<file path="src/rtl/irdu_pkg.sv">
package irdu_pkg;
  localparam int WORD_W  = 16;
  localparam int DISP_W  = 8;
  localparam int LDSP_W  = 4;
  localparam int TADDR_W = 7;

  typedef enum logic [1:0] {
    IDX_PAGE0  = 2'd0,
    IDX_PCREL  = 2'd1,
    IDX_AC2REL = 2'd2,
    IDX_AC3REL = 2'd3
  } idx_mode_e;

  // Packed view of a non-arithmetic word, MSB first
  typedef struct packed {
    logic              arith;
    logic [1:0]        mem_fn;
    logic [1:0]        jmp_fn;
    logic              ind;
    idx_mode_e         idx;
    logic [DISP_W-1:0] disp;
  } ir_fields_t;

  // Displacement widened to a word: zero for page zero, sign otherwise
  function automatic logic [WORD_W-1:0] widen_disp(input idx_mode_e idx,
                                                    input logic [DISP_W-1:0] d);
    logic fill;
    fill = (idx != IDX_PAGE0) && d[DISP_W-1];
    return {{(WORD_W-DISP_W){fill}}, d};
  endfunction

  // Accumulator number to register-select bits (inverted)
  function automatic logic [1:0] ac_to_sel(input logic [1:0] ac);
    return ac ^ 2'b11;
  endfunction
endpackage

</file>
<file path="src/rtl/irdu_ir_reg.sv">
module irdu_ir_reg
  import irdu_pkg::*;
(
  input  logic              clk,
  input  logic              rst,
  input  logic              ld,
  input  logic              skip_set,
  input  logic [WORD_W-1:0] d,
  output logic [WORD_W-1:0] q,
  output logic              skip_q
);
  always_ff @(posedge clk) begin
    if (rst) begin
      q      <= '0;
      skip_q <= 1'b0;
    end else if (ld) begin
      q      <= d;
      skip_q <= 1'b0;
    end else if (skip_set) begin
      skip_q <= 1'b1;
    end
  end
endmodule

</file>
<file path="src/rtl/irdu_bus_src.sv">
module irdu_bus_src
  import irdu_pkg::*;
#(
  parameter int NODE_W = 8
) (
  input  logic              rd_disp,
  input  logic              rd_node,
  input  idx_mode_e         idx,
  input  logic [DISP_W-1:0] disp,
  input  logic [NODE_W-1:0] node_id,
  input  logic [WORD_W-1:0] bus_in,
  output logic [WORD_W-1:0] bus_out
);
  localparam int HI_W = WORD_W - NODE_W;

  logic [WORD_W-1:0] disp_word;
  logic [WORD_W-1:0] node_word;
  logic [WORD_W-1:0] disp_mask;
  logic [WORD_W-1:0] node_mask;

  always_comb begin
    disp_word = widen_disp(idx, disp);
    node_word = {{HI_W{1'b1}}, node_id};
    disp_mask = rd_disp ? disp_word : '1;
    node_mask = rd_node ? node_word : '1;
    bus_out   = bus_in & disp_mask & node_mask;
  end
endmodule

</file>
<file path="src/rtl/irdu_dispatch.sv">
module irdu_dispatch
  import irdu_pkg::*;
#(
  parameter int TBL_W = 4
) (
  input  logic              ld_ir,
  input  logic [LDSP_W-1:0] ld_bits,
  input  logic              disp2_req,
  input  logic              arith,
  input  logic [1:0]        shift_fld,
  input  logic [TBL_W-1:0]  tbl_entry,
  output logic [LDSP_W-1:0] ld_dispatch,
  output logic [TBL_W-1:0]  disp2_out
);
  logic [TBL_W-1:0] arith_val;

  generate
    if (TBL_W > 2) begin : g_wide
      assign arith_val = {{(TBL_W-2){1'b0}}, shift_fld ^ 2'b11};
    end else begin : g_narrow
      assign arith_val = shift_fld ^ 2'b11;
    end
  endgenerate

  always_comb begin
    ld_dispatch = ld_ir ? ld_bits : '0;
    if (!disp2_req)  disp2_out = '0;
    else if (arith)  disp2_out = arith_val;
    else             disp2_out = tbl_entry;
  end
endmodule

</file>
<file path="src/rtl/irdu_regsel.sv">
module irdu_regsel
  import irdu_pkg::*;
#(
  parameter int RSEL_W = 5
) (
  input  logic              sel_src,
  input  logic              sel_dst,
  input  logic [1:0]        src_ac,
  input  logic [1:0]        dst_ac,
  input  logic [RSEL_W-1:0] rsel_in,
  output logic [RSEL_W-1:0] rsel_out
);
  logic [1:0] low_bits;

  always_comb begin
    if (sel_dst)      low_bits = ac_to_sel(dst_ac);
    else if (sel_src) low_bits = ac_to_sel(src_ac);
    else              low_bits = rsel_in[1:0];
  end

  generate
    if (RSEL_W > 2) begin : g_upper
      assign rsel_out = {rsel_in[RSEL_W-1:2], low_bits};
    end else begin : g_only
      assign rsel_out = low_bits;
    end
  endgenerate
endmodule

</file>
<file path="src/rtl/irdu_sio.sv">
module irdu_sio (
  input  logic clk,
  input  logic rst,
  input  logic stb,
  input  logic boot_bit,
  output logic boot_pulse,
  output logic net_pulse
);
  always_ff @(posedge clk) begin
    if (rst) begin
      boot_pulse <= 1'b0;
      net_pulse  <= 1'b0;
    end else begin
      boot_pulse <= stb &  boot_bit;
      net_pulse  <= stb & ~boot_bit;
    end
  end
endmodule

</file>
<file path="src/rtl/ir_dispatch_unit.sv">
module ir_dispatch_unit
  import irdu_pkg::*;
#(
  parameter int NODE_W = 8,
  parameter int TBL_W  = 4,
  parameter int RSEL_W = 5
) (
  input  logic                clk,
  input  logic                rst,
  input  logic [WORD_W-1:0]   bus_in,
  input  logic                ld_ir,
  input  logic                skip_set,
  input  logic                rd_disp,
  input  logic                rd_node,
  input  logic [NODE_W-1:0]   node_id,
  input  logic                disp2_req,
  input  logic [TBL_W-1:0]    tbl_entry,
  input  logic                sel_src,
  input  logic                sel_dst,
  input  logic [RSEL_W-1:0]   rsel_in,
  input  logic                sio_stb,
  output logic [WORD_W-1:0]   ir_q,
  output logic                skip_q,
  output logic [LDSP_W-1:0]   ld_dispatch,
  output logic [TBL_W-1:0]    disp2_out,
  output logic [TADDR_W-1:0]  tbl_addr,
  output logic [WORD_W-1:0]   bus_out,
  output logic [RSEL_W-1:0]   rsel_out,
  output logic                boot_pulse,
  output logic                net_pulse,
  output logic                f_arith,
  output logic [1:0]          f_mem,
  output logic [1:0]          f_jump,
  output logic                f_ind,
  output logic [1:0]          f_idx,
  output logic [DISP_W-1:0]   f_disp
);
  ir_fields_t        fld;
  logic [LDSP_W-1:0] ld_bits_w;
  logic              sio_boot_bit_w;
  logic [1:0]        src_ac_w;
  logic [1:0]        dst_ac_w;
  logic [1:0]        shift_w;

  irdu_ir_reg u_ir (
    .clk(clk), .rst(rst), .ld(ld_ir), .skip_set(skip_set),
    .d(bus_in), .q(ir_q), .skip_q(skip_q)
  );

  assign fld            = ir_fields_t'(ir_q);
  assign ld_bits_w      = {bus_in[WORD_W-1], bus_in[10:8]};
  assign sio_boot_bit_w = bus_in[WORD_W-1];
  assign src_ac_w       = fld.mem_fn;
  assign dst_ac_w       = fld.jmp_fn;
  assign shift_w        = fld.disp[DISP_W-1 -: 2];
  assign tbl_addr       = ir_q[WORD_W-2 -: TADDR_W];

  irdu_bus_src #(.NODE_W(NODE_W)) u_bus (
    .rd_disp(rd_disp), .rd_node(rd_node), .idx(fld.idx), .disp(fld.disp),
    .node_id(node_id), .bus_in(bus_in), .bus_out(bus_out)
  );

  irdu_dispatch #(.TBL_W(TBL_W)) u_disp (
    .ld_ir(ld_ir), .ld_bits(ld_bits_w), .disp2_req(disp2_req),
    .arith(fld.arith), .shift_fld(shift_w), .tbl_entry(tbl_entry),
    .ld_dispatch(ld_dispatch), .disp2_out(disp2_out)
  );

  irdu_regsel #(.RSEL_W(RSEL_W)) u_rsel (
    .sel_src(sel_src), .sel_dst(sel_dst), .src_ac(src_ac_w), .dst_ac(dst_ac_w),
    .rsel_in(rsel_in), .rsel_out(rsel_out)
  );

  irdu_sio u_sio (
    .clk(clk), .rst(rst), .stb(sio_stb), .boot_bit(sio_boot_bit_w),
    .boot_pulse(boot_pulse), .net_pulse(net_pulse)
  );

  assign f_arith = fld.arith;
  assign f_mem   = fld.mem_fn;
  assign f_jump  = fld.jmp_fn;
  assign f_ind   = fld.ind;
  assign f_idx   = fld.idx;
  assign f_disp  = fld.disp;
endmodule

</file>
<file path="config.mk">
export PLATFORM = sky130hd
export DESIGN_NAME = ir_dispatch_unit
export DESIGN_NICKNAME = d
export VERILOG_FILES = /design/src/rtl/irdu_pkg.sv /design/src/rtl/irdu_ir_reg.sv /design/src/rtl/irdu_bus_src.sv /design/src/rtl/irdu_dispatch.sv /design/src/rtl/irdu_regsel.sv /design/src/rtl/irdu_sio.sv /design/src/rtl/ir_dispatch_unit.sv
export SDC_FILE = /design/constraint.sdc
export NUM_CORES = 1
export LEC_CHECK = 0
export BUFFER_PORTS_ARGS = -buffer_cell sky130_fd_sc_hd__buf_2
export CORE_MARGIN = 8
export CORE_UTILIZATION = 38
export DETAILED_ROUTE_END_ITERATION = 8
export PLACE_DENSITY_LB_ADDON = 0.25
export SLEW_MARGIN = 20
export SYNTH_ARGS = -nofsm -noshare
export SYNTH_HDL_FRONTEND = slang
export SYNTH_SLANG_ARGS = --single-unit
</file>
<file path="constraint.sdc">
create_clock -name clk -period 2.5 [get_ports clk]
set_clock_uncertainty 0.2 [all_clocks]
set_input_delay 0.5 -clock clk [delete_from_list [all_inputs] [get_ports clk]]
set_output_delay 0.5 -clock clk [all_outputs]
set_load 0.02 [all_outputs]
</file>
==> impl_metrics.toml <==
[outcome]
status = "complete, no violations"

[timing]
tightest_slew_ps = 350
drv_slew = 0
setup_viol = 0
final_hold_viol_count = 0
relSlewSlack = 0.767
rsz0062_at_grt = "false"
fin_setup_tns_ps = 0
holdWs_ps = 229
max_freq_mhz = 492
period_minus_slack_ps = 2030
fin_crit_sh = 0.813

[floorplan]
die_h_microns = 71.2
core_area_sq_mm = 0.00298
die_width_microns = 71.2
die_area_sq_mm = 0.00507
rows = 20
initial_core_util = 0.389
pin_count = 114

[detailed_routing]
first_iter_violations = 23
finalWirelength_microns = 3550
antenna_left = 0
viasPerCell = 4.85
wl_per_cell_microns = 14.8
num_vias = 1159
drc = 0
dr.pass1.iters = 4

[logic_synthesis]
syn_area_sq_mm = 0.00116
ys_ff_latch = 19
netlist_instances = 124
synth_area_per_cell_sq_um = 9.34
synth-seq-area-share = 0.328
ys_warn_count = 0
syn_nets = 167
synth.distinct_cells = 20

[finish]
finalNonFillerCells = 239
layout_common_cells = "buf_2, dfxtp_1, nor2_1, mux2i_1"
mostFrequentLayoutCell = "buf_2"
postLayoutCellArea_sq_mm = 0.00154
antenna_cells = 0
seqCellArea_sq_um = 380
area_delta_synth_final_pct = 32.5
drive_gt1_frac = 0.549
multi_input_area_sq_um = 537
fill_cells = 296
final_nets = 250

[critical_path]
worstSetupPathType = "reg -> out"
regToRegSetupSlack_ps = 1590
cp-end-kind = "primary output"
startpoint_type = "flop"
critical_path_required_ps = 1800
cp.arrival_ps = 1330
crit_path_max_fanout = 8

[pwr]
powerDensity_mw_per_mm2 = 491
switchingPower_mw = 0.270
leakage_nw = 0.906
finalPower_mw = 0.753
pwr-share-seq = 0.447
internal-power_mw = 0.484
power_frac_comb = 0.343
p_clk_frac = 0.209
peakVddDrop_mv = 0.194
power_switching_share = 0.358

[place]
dp_hpwl_microns = 2990
dp_cells = 235
port-buffer-count = 107
gp_congestion = 0.707
place_area_sq_mm = 0.00151

[grt]
grt_pass1_wl_microns = 5730
grt_max_degree = 20
grt_pass1_vias = 1286
antenna_found_initial = 0
grt-ovfl-total = 0
grt_usage = 0.137

[clock_network]
postCtsSetupRepairBufs = 0
cts_tree = "done"
cts.hold.buffers_added = 0
cts_resized = 0
cts_max_level = 1
clk_latency_ps = 290
cts_buffers = 3
clk_pin_slew_ps = 110
clk_path_buf_depth = 2
cts_root_buf = "clkbuf_4"
cts.sinks = 19

[worst_hold_path]
hold_class = "in -> reg"

[flow_run]
maxCapViolCount = 0
sequential cells by signal (all words and copies together), names as in the netlist:
signal	cells
u_ir.q	16
u_sio.net_pulse	1
u_ir.skip_q	1
u_sio.boot_pulse	1
synth_stat cells:
| library cell | instances | area share |
|---|---|---|
| nand2b_1 | 4 | 0.022 |
| and2_1 | 4 | 0.022 |
| buf_6 | 3 | 0.029 |
| nor3b_1 | 1 | 0.0065 |
| and3b_1 | 3 | 0.023 |
| o21ai_2 | 1 | 0.0076 |
| nor2b_1 | 4 | 0.022 |
| inv_1 | 1 | 0.0032 |
| mux2i_1 | 16 | 0.14 |
| a21boi_1 | 2 | 0.013 |
| nor2_1 | 17 | 0.055 |
| buf_4 | 26 | 0.17 |
| nand2_1 | 2 | 0.0065 |
| dfxtp_1 | 19 | 0.33 |
| nor3_1 | 1 | 0.0043 |
| o31a_1 | 2 | 0.015 |
| a21boi_0 | 8 | 0.052 |
| buf_2 | 1 | 0.0043 |
| o221a_1 | 8 | 0.078 |
| inv_2 | 1 | 0.0032 |
critical path, stage by stage (launching register included):
cell and delay (ps):
dfxtp_1 460, o21ai_2 160, a21boi_0 220, buf_2 200
cell families after synthesis:
family,synth area share
AO/OA/AOI/OAI,0.165
buffers and inverters,0.208
flip-flops,0.328
multiplexers,0.138
AND/OR/NAND/NOR,0.160
final cells by class:
type | instances | area share
tap | 33 | 0.0269
sequential | 19 | 0.248
inverter | 2 | 0.00489
multi-input combinational | 73 | 0.350
clock buffer | 4 | 0.0171
timing repair buffer | 108 | 0.354
layer usage:
metal  wire (microns)  global-route usage  part of all wire  up-vias
met3              512              0.0809              0.14        8
met5                0                   0                 0        -
met1             1230               0.121              0.35      518
met4               63              0.0485             0.018        0
met2             1730               0.250              0.49       68
li1                 -                   -                 -      565
metrics by stage:
step	setup WS, ps	utilization
2_1_floorplan	629	-
3_3_place_gp	642	0.507
3_5_place_dp	613	0.507
4_1_cts	428	0.516
5_1_grt	271	0.516
6_report	469	0.516
final timing paths:
kind                                        end  cells past startpoint        start
worst min register to register      u_ir.skip_q                      2  u_ir.skip_q
worst min-delay path            u_sio.net_pulse                      2   bus_in[15]
worst max-delay path                 bus_out[9]                      3    u_ir.q[7]
worst max register to register        u_ir.q[7]                      2    u_ir.q[7]
power groups by stage:
stage / logic [mW] / clock network, mW / registers, mW
2_1_floorplan: 0.169 / 0 / 0.364
3_3_place_gp: 0.259 / 0 / 0.343
3_5_place_dp: 0.263 / 0 / 0.344
4_1_cts: 0.263 / 0.169 / 0.338
5_1_grt: 0.279 / 0.177 / 0.341
6_report: 0.259 / 0.158 / 0.337
No activity file was read; power rests on OpenSTA's default activity.
